===== src/rtl/burst_pkg.sv =====
package burst_pkg;
  typedef enum logic [1:0] {PH_IDLE, PH_SEG0, PH_SEG1, PH_GAP} phase_e;

  localparam logic [1:0] LVL_GND = 2'b00;
  localparam logic [1:0] LVL_POS = 2'b01;
  localparam logic [1:0] LVL_NEG = 2'b10;

  function automatic logic [1:0] drive_code(input logic active, input logic neg);
    if (!active) return LVL_GND;
    return neg ? LVL_NEG : LVL_POS;
  endfunction
endpackage


===== src/rtl/burst_cycle_counter.sv =====
module burst_cycle_counter #(
  parameter int W = 16
) (
  input  logic         clk_i,
  input  logic         rst_ni,
  input  logic         clr_i,
  input  logic         run_i,
  input  logic [W-1:0] limit_i,
  output logic         last_o
);
  localparam logic [W-1:0] ONE = W'(1);

  logic [W-1:0] cnt_q;

  assign last_o = run_i && (cnt_q == limit_i - ONE);

  always_ff @(posedge clk_i or negedge rst_ni) begin
    if (!rst_ni)     cnt_q <= '0;
    else if (clr_i)  cnt_q <= '0;
    else if (last_o) cnt_q <= '0;
    else if (run_i)  cnt_q <= cnt_q + ONE;
  end
endmodule


===== src/rtl/burst_pulser.sv =====
module burst_pulser
  import burst_pkg::*;
#(
  parameter int HALF_W = 16,
  parameter int CNT_W  = 8,
  parameter int PRI_W  = 16
) (
  input  logic              clk_i,
  input  logic              rst_ni,
  input  logic              start_i,
  input  logic              stop_i,
  input  logic              cw_i,
  input  logic              neg_first_i,
  input  logic [HALF_W-1:0] seg0_half_i,
  input  logic [CNT_W-1:0]  seg0_cnt_i,
  input  logic              seg1_en_i,
  input  logic [HALF_W-1:0] seg1_half_i,
  input  logic [CNT_W-1:0]  seg1_cnt_i,
  input  logic [PRI_W-1:0]  pri_i,
  output logic [1:0]        level_o,
  output logic              cw_sel_o
);
  phase_e            state_q, state_d;
  logic              pol_q;
  logic              cfg_cw_q, cfg_neg_q, cfg_s1_q;
  logic [HALF_W-1:0] cfg_h0_q, cfg_h1_q;
  logic [CNT_W-1:0]  cfg_n0_q, cfg_n1_q;
  logic [PRI_W-1:0]  cfg_pri_q;

  logic              running, in_seg, launch, clr_all;
  logic              half_last, cnt_last, pri_last, seg_end;
  logic [HALF_W-1:0] cur_half;
  logic [CNT_W-1:0]  cur_cnt;

  assign running  = (state_q != PH_IDLE);
  assign in_seg   = (state_q == PH_SEG0) || (state_q == PH_SEG1);
  assign launch   = (state_q == PH_IDLE) && start_i && !stop_i;
  assign clr_all  = (state_q == PH_IDLE) || stop_i || pri_last;
  assign cur_half = (state_q == PH_SEG1) ? cfg_h1_q : cfg_h0_q;
  assign cur_cnt  = (state_q == PH_SEG1) ? cfg_n1_q : cfg_n0_q;
  assign seg_end  = cnt_last && !cfg_cw_q;

  // cycles within a half period
  burst_cycle_counter #(.W(HALF_W)) u_half (
    .clk_i, .rst_ni, .clr_i(clr_all), .run_i(in_seg),
    .limit_i(cur_half), .last_o(half_last)
  );

  // half periods within a segment
  burst_cycle_counter #(.W(CNT_W)) u_count (
    .clk_i, .rst_ni, .clr_i(clr_all), .run_i(half_last),
    .limit_i(cur_cnt), .last_o(cnt_last)
  );

  // repetition interval, idle in continuous-wave mode
  burst_cycle_counter #(.W(PRI_W)) u_pri (
    .clk_i, .rst_ni, .clr_i(state_q == PH_IDLE || stop_i), .run_i(running && !cfg_cw_q),
    .limit_i(cfg_pri_q), .last_o(pri_last)
  );

  always_comb begin
    state_d = state_q;
    if (stop_i)             state_d = PH_IDLE;
    else if (launch)        state_d = PH_SEG0;
    else if (pri_last)      state_d = PH_SEG0;
    else if (seg_end) begin
      if (state_q == PH_SEG0 && cfg_s1_q) state_d = PH_SEG1;
      else                                state_d = PH_GAP;
    end
  end

  always_ff @(posedge clk_i or negedge rst_ni) begin
    if (!rst_ni) begin
      state_q   <= PH_IDLE;
      pol_q     <= 1'b0;
      cfg_cw_q  <= 1'b0;
      cfg_neg_q <= 1'b0;
      cfg_s1_q  <= 1'b0;
      cfg_h0_q  <= '0;
      cfg_h1_q  <= '0;
      cfg_n0_q  <= '0;
      cfg_n1_q  <= '0;
      cfg_pri_q <= '0;
    end else begin
      state_q <= state_d;
      if (launch) begin
        pol_q     <= neg_first_i;
        cfg_cw_q  <= cw_i;
        cfg_neg_q <= neg_first_i;
        cfg_s1_q  <= seg1_en_i;
        cfg_h0_q  <= seg0_half_i;
        cfg_h1_q  <= seg1_half_i;
        cfg_n0_q  <= seg0_cnt_i;
        cfg_n1_q  <= seg1_cnt_i;
        cfg_pri_q <= pri_i;
      end else if (pri_last) begin
        pol_q <= cfg_neg_q;
      end else if (half_last) begin
        pol_q <= ~pol_q;
      end
    end
  end

  assign level_o  = drive_code(in_seg, pol_q);
  assign cw_sel_o = running && cfg_cw_q;

  assert_never_11_R2: assert property (@(posedge clk_i) disable iff (!rst_ni)
    level_o != 2'b11);

  assert_launch_polarity_R3: assert property (@(posedge clk_i) disable iff (!rst_ni)
    launch |=> level_o == ($past(neg_first_i) ? LVL_NEG : LVL_POS));

  assert_half_flip_R4: assert property (@(posedge clk_i) disable iff (!rst_ni)
    (half_last && !seg_end && !pri_last && !stop_i) |=> level_o != $past(level_o));

  assert_half_hold_R4: assert property (@(posedge clk_i) disable iff (!rst_ni)
    (in_seg && !half_last && !pri_last && !stop_i) |=> $stable(level_o));

  assert_tail_ground_R5: assert property (@(posedge clk_i) disable iff (!rst_ni)
    (seg_end && !pri_last && !stop_i && (state_q == PH_SEG1 || !cfg_s1_q)) |=> level_o == LVL_GND);

  assert_restart_R6: assert property (@(posedge clk_i) disable iff (!rst_ni)
    (pri_last && !stop_i) |=> level_o == (cfg_neg_q ? LVL_NEG : LVL_POS));

  assert_cw_active_R8: assert property (@(posedge clk_i) disable iff (!rst_ni)
    cw_sel_o |-> level_o != LVL_GND);

  assert_stop_ground_R9: assert property (@(posedge clk_i) disable iff (!rst_ni)
    stop_i |=> (level_o == LVL_GND && !cw_sel_o));
endmodule


===== config.mk =====
export PLATFORM = sky130hd
export DESIGN_NAME = burst_pulser
export DESIGN_NICKNAME = d
export VERILOG_FILES = /design/src/rtl/burst_pkg.sv /design/src/rtl/burst_cycle_counter.sv /design/src/rtl/burst_pulser.sv
export SDC_FILE = /design/constraint.sdc
export NUM_CORES = 1
export LEC_CHECK = 0
export BUFFER_PORTS_ARGS = -buffer_cell sky130_fd_sc_hd__buf_2
export CAP_MARGIN = 20
export CORE_MARGIN = 5
export CORE_UTILIZATION = 30
export DETAILED_ROUTE_END_ITERATION = 6
export PLACE_DENSITY_LB_ADDON = 0.3
export SETUP_SLACK_MARGIN = 0.3
export SLEW_MARGIN = 15
export SYNTH_ARGS = -nofsm -noshare
export SYNTH_HDL_FRONTEND = slang
export SYNTH_SLANG_ARGS = --single-unit

===== constraint.sdc =====
create_clock -name clk_i -period 8.65 [get_ports clk_i]
set_input_delay 0.865 -clock clk_i [delete_from_list [all_inputs] [get_ports clk_i]]
set_output_delay 0.865 -clock clk_i [all_outputs]
set_load 0.1 [all_outputs]

==> out/qor.log <==
INFO  worst_hold_path min_path_type=flip-flop to flip-flop
INFO  grt            global_route.usage.met1=18.7%
INFO  final_layout   fillers=2353
INFO  critical_path  crit_path_max_fanout=54
INFO  grt            top_usage_layer=met2
INFO  timing         worst_slew_pin_slew=0.975ns
INFO  grt            antenna_violations_before_repair=0
INFO  clock_network  cts_hold_buf=0
INFO  clock_network  cts_buffer_depth=2
INFO  grt            gr-usage-met3=3.05%
INFO  synth          async_reset_ff_share=100%
INFO  timing         worst_hold_slack=0.476ns
INFO  outcome        outcome=finished clean
INFO  routing        routed_wirelength=17200um
INFO  clock_network  cts.sinks=110
INFO  floorplanning  core_area=21900um^2
INFO  final_layout   area_growth=12.9%
INFO  timing         grt_setup_unrepaired=no
INFO  timing         final_max_slew_viol_count=0
INFO  placement      numPortBuffers=73
INFO  final_layout   drive_above_1_share=13.7%
INFO  final_layout   mostFrequentLayoutCell=nand2_1
INFO  critical_path  cp_common_cell=mux2i_1
INFO  floorplanning  die_width=159um
INFO  clock_network  post-cts-setup-buffers=0
INFO  synth          number_of_enable_flip_flop_cells_after_synthesis=0
INFO  clock_network  numCtsBuffers=9
INFO  grt            global_route.usage.met2=21.3%
INFO  synth          synthesis.yosys.warnings=0
INFO  critical_path  timing_worst_setup_path_type=flip-flop to flip-flop
INFO  placement      dp.final_hpwl=12400um
INFO  timing         setup_tns=0ns
INFO  floorplanning  io_pins=74
INFO  critical_path  critical_path.n_buffers_inverters=2
INFO  timing         timing.fmax=227MHz
INFO  critical_path  cp_slowest_stage_delay=0.79ns
INFO  clock_network  postCtsResizedCells=0
INFO  clock_network  cts_htree_levels=3
INFO  floorplanning  die-area=25400um^2
INFO  floorplanning  fp.dieH=159um
INFO  synth          post_synth_inst_count=788
INFO  routing        drt.antenna.violating_nets=0
INFO  timing         tightest_slew_margin_relative_to_the_limit=34.8%
INFO  grt            via_count_of_the_first_global_routing_pass=5472
INFO  timing         final_hold_violation_count=0
INFO  power_and_ir_drop power.ir.vdd_worst=90.6uV
INFO  critical_path  critPathArrivalTime=4.63ns
INFO  clock_network  cts_tree=done
INFO  routing        drt-wirelength-per-cell=15.2um
INFO  routing        detail_route.first_pass.iterations=4
INFO  routing        via_per_inst=4.99
INFO  timing         final_period_minus_worst_setup_slack=4.41ns
INFO  placement      dp.cells=1112
INFO  synth          synth.distinct_cells=67
INFO  clock_network  cts_root_buf=clkbuf_16
INFO  final_layout   postLayoutCoreUtil=34.6%
INFO  run            max-cap-violations=0
INFO  grt            grt.total_usage=13.4%
INFO  critical_path  path_delay_family=simple AND/OR/NAND/NOR gates
INFO  power_and_ir_drop cell_leakage_power=3.27nW
INFO  timing         setup_viol_count_final=0
INFO  clock_network  clk_latency_worst_skew_pair=0.36ns
INFO  grt            pin_count_of_the_biggest_net_entering_global_routing=64
INFO  synth          count_of_state_elements_after_synthesis=110
INFO  routing        routed-via-count=5627
INFO  final_layout   nNetsFinal=923
INFO  critical_path  chain_of_cells_forming_the_critical_path=inv_1, ha_2, buf_4, mux2i_1, ha_1, or4bb_1, nand2_1, mux2i_1, a32oi_1, or4_1, nand3_1, nor2_1
INFO  grt            wire_length_of_the_first_global_routing_pass=28300um
INFO  synth          synth_cell_area=6700um^2
INFO  final_layout   antenna_cells=0
INFO  final_layout   instances_no_fill=1128
INFO  floorplanning  start_util=30.6%
INFO  placement      finalWeightedCongestion=0.842
INFO  timing         worst_clock_skew=0.0119ns
INFO  critical_path  critPathRequiredTime=8.88ns
INFO  synth          synth.avg_cell_area=8.51um^2
INFO  synth          dominantRegCellSynth=dfrtp_1
INFO  critical_path  start_kind=flip-flop
INFO  synth          ys_seq_area_share=41.1%
INFO  power_and_ir_drop power_density=177nW/um^2
INFO  critical_path  crit_path_top_delay_cell=or4_1
INFO  routing        drtIter0Drc=295
INFO  floorplanning  num_rows=54
INFO  final_layout   mostFrequentLayoutCells=nand2_1 (225), dfrtp_1 (110), buf_2 (73), nor2_1 (53)
INFO  synth          synth.net_count=868
INFO  grt            gr-total-overflow=0
INFO  critical_path  type_of_destination_of_the_critical_path=flip-flop
INFO  clock_network  clkSlewWorstSetupHoldPaths=0.08ns
INFO  timing         timing.final.crit_share=50.9%
INFO  routing        drcViolationCount=0
-- per-layer routing --
metal / part of all wire (%) / wire [um] / up-vias
li1: - / - / 2847
met1: 49 / 8360 / 2651
met2: 46 / 7900 / 117
met3: 4.2 / 728 / 12
met4: 0.97 / 167 / 0
met5: 0 / 0 / -
-- cells in the mapped netlist, types with 3 or more instances --
master / number / area share, %
and2_1: 3 / 0.28
nor4_1: 7 / 0.65
xor2_1: 30 / 3.9
and3_1: 12 / 1.1
ha_1: 9 / 1.7
mux2i_1: 25 / 3.7
nor2b_1: 5 / 0.47
o22a_1: 3 / 0.39
nor3b_1: 5 / 0.56
a211oi_1: 7 / 0.78
nand3_1: 23 / 1.7
dfrtp_1: 110 / 41
o211ai_1: 3 / 0.34
mux2_2: 5 / 0.84
a31oi_1: 6 / 0.56
nand2b_1: 4 / 0.37
or4b_1: 7 / 1.0
nor2_1: 54 / 3.0
o22ai_1: 6 / 0.56
nor4b_1: 5 / 0.65
or4_1: 7 / 0.78
clkbuf_1: 28 / 1.6
nor4_2: 3 / 0.56
o31ai_1: 3 / 0.34
inv_1: 11 / 0.62
nor3_1: 25 / 1.9
a21oi_1: 25 / 1.9
nor4b_2: 3 / 0.67
nand4_1: 13 / 1.2
xnor2_1: 30 / 3.9
o21ai_0: 22 / 1.6
o2111ai_1: 5 / 0.65
nand2_1: 225 / 13
buf_6: 4 / 0.67
o31a_1: 3 / 0.39
or3_1: 13 / 1.2
-- flip-flops by register name, summed over array words and instances, names as in the netlist, 2 cells and up --
name           flops
cfg_h0_q          16
cfg_h1_q          16
cfg_n0_q           8
cfg_n1_q           8
cfg_pri_q         16
state_q            2
u_count.cnt_q      8
u_half.cnt_q      16
u_pri.cnt_q       16
-- worst reg2reg max path, delay by kind of cell (launching register included) --
family | cells | cell delay, ns
buf+inv | 2 | 0.63
fa+ha+maj | 2 | 0.44
mux | 2 | 0.58
simple gates | 5 | 2.07
compound gates | 1 | 0.14
flops | 1 | 0.40
-- power by group --
group | total, W | leakage [nW] | switching, W | internal, W
registers | 0.000635 | 1.43 | 0.0000659 | 0.000569
logic | 0.000299 | 1.72 | 0.000177 | 0.000123
clock network | 0.000402 | 0.125 | 0.000197 | 0.000205
-- through the flow --
stage	area, um^2	worst slack [ns]	total power [W]
6_report	7570	4.24	0.00134
4_1_cts	7570	4.24	0.00135
5_1_grt	7570	3.92	0.00143
3_3_place_gp	7290	4.40	0.000940
3_5_place_dp	7290	4.24	0.000945
2_1_floorplan	6700	4.80	0.000847
-- cell families (layout without fill, tap and decap cells) --
| family | count (synthesis) | count (layout) | share of synthesized area (%) |
|---|---|---|---|
| xor gates and xnor gates | 62 | 62 | 8.32 |
| AOI/OAI and AO/OA | 103 | 103 | 10.2 |
| muxes | 31 | 31 | 4.78 |
| buffers and inverters | 46 | 106 | 3.34 |
| DFF | 110 | 110 | 41.1 |
| adders and majority gates | 9 | 9 | 1.68 |
| and+or+nand+nor | 427 | 427 | 30.6 |
-- final cells by class --
class / count / area (um^2) / area share [%]
clock buffers: 12 / 246 / 3.26
repair buffers: 79 / 410 / 5.42
flip-flops and latches: 110 / 2750 / 36.4
multi-input cells: 632 / 3740 / 49.4
inverters: 11 / 41.3 / 0.545
well taps: 280 / 350 / 4.63
clock inverters: 4 / 31.3 / 0.413
-- path summary, 6_finish.rpt --
check / depth (start not counted) / from / to / slack [ns]
worst max-delay path: 12 / state_q[0]$_DFFE_PN0P_ / u_half.cnt_q[3]$_DFFE_PN0P_ / 4.24
worst min-delay path: 2 / cfg_n1_q[7]$_DFFE_PN0P_ / cfg_n1_q[7]$_DFFE_PN0P_ / 0.48
worst max register to register: 12 / state_q[0]$_DFFE_PN0P_ / u_half.cnt_q[3]$_DFFE_PN0P_ / 4.24
worst min register to register: 2 / cfg_n1_q[7]$_DFFE_PN0P_ / cfg_n1_q[7]$_DFFE_PN0P_ / 0.48
max in group asynchronous: 2 / rst_ni / cfg_h1_q[2]$_DFFE_PN0P_ / 6.87
min in group asynchronous: 1 / rst_ni / cfg_pri_q[0]$_DFFE_PN0P_ / 0.53
Power figures use the tool's default switching activity.
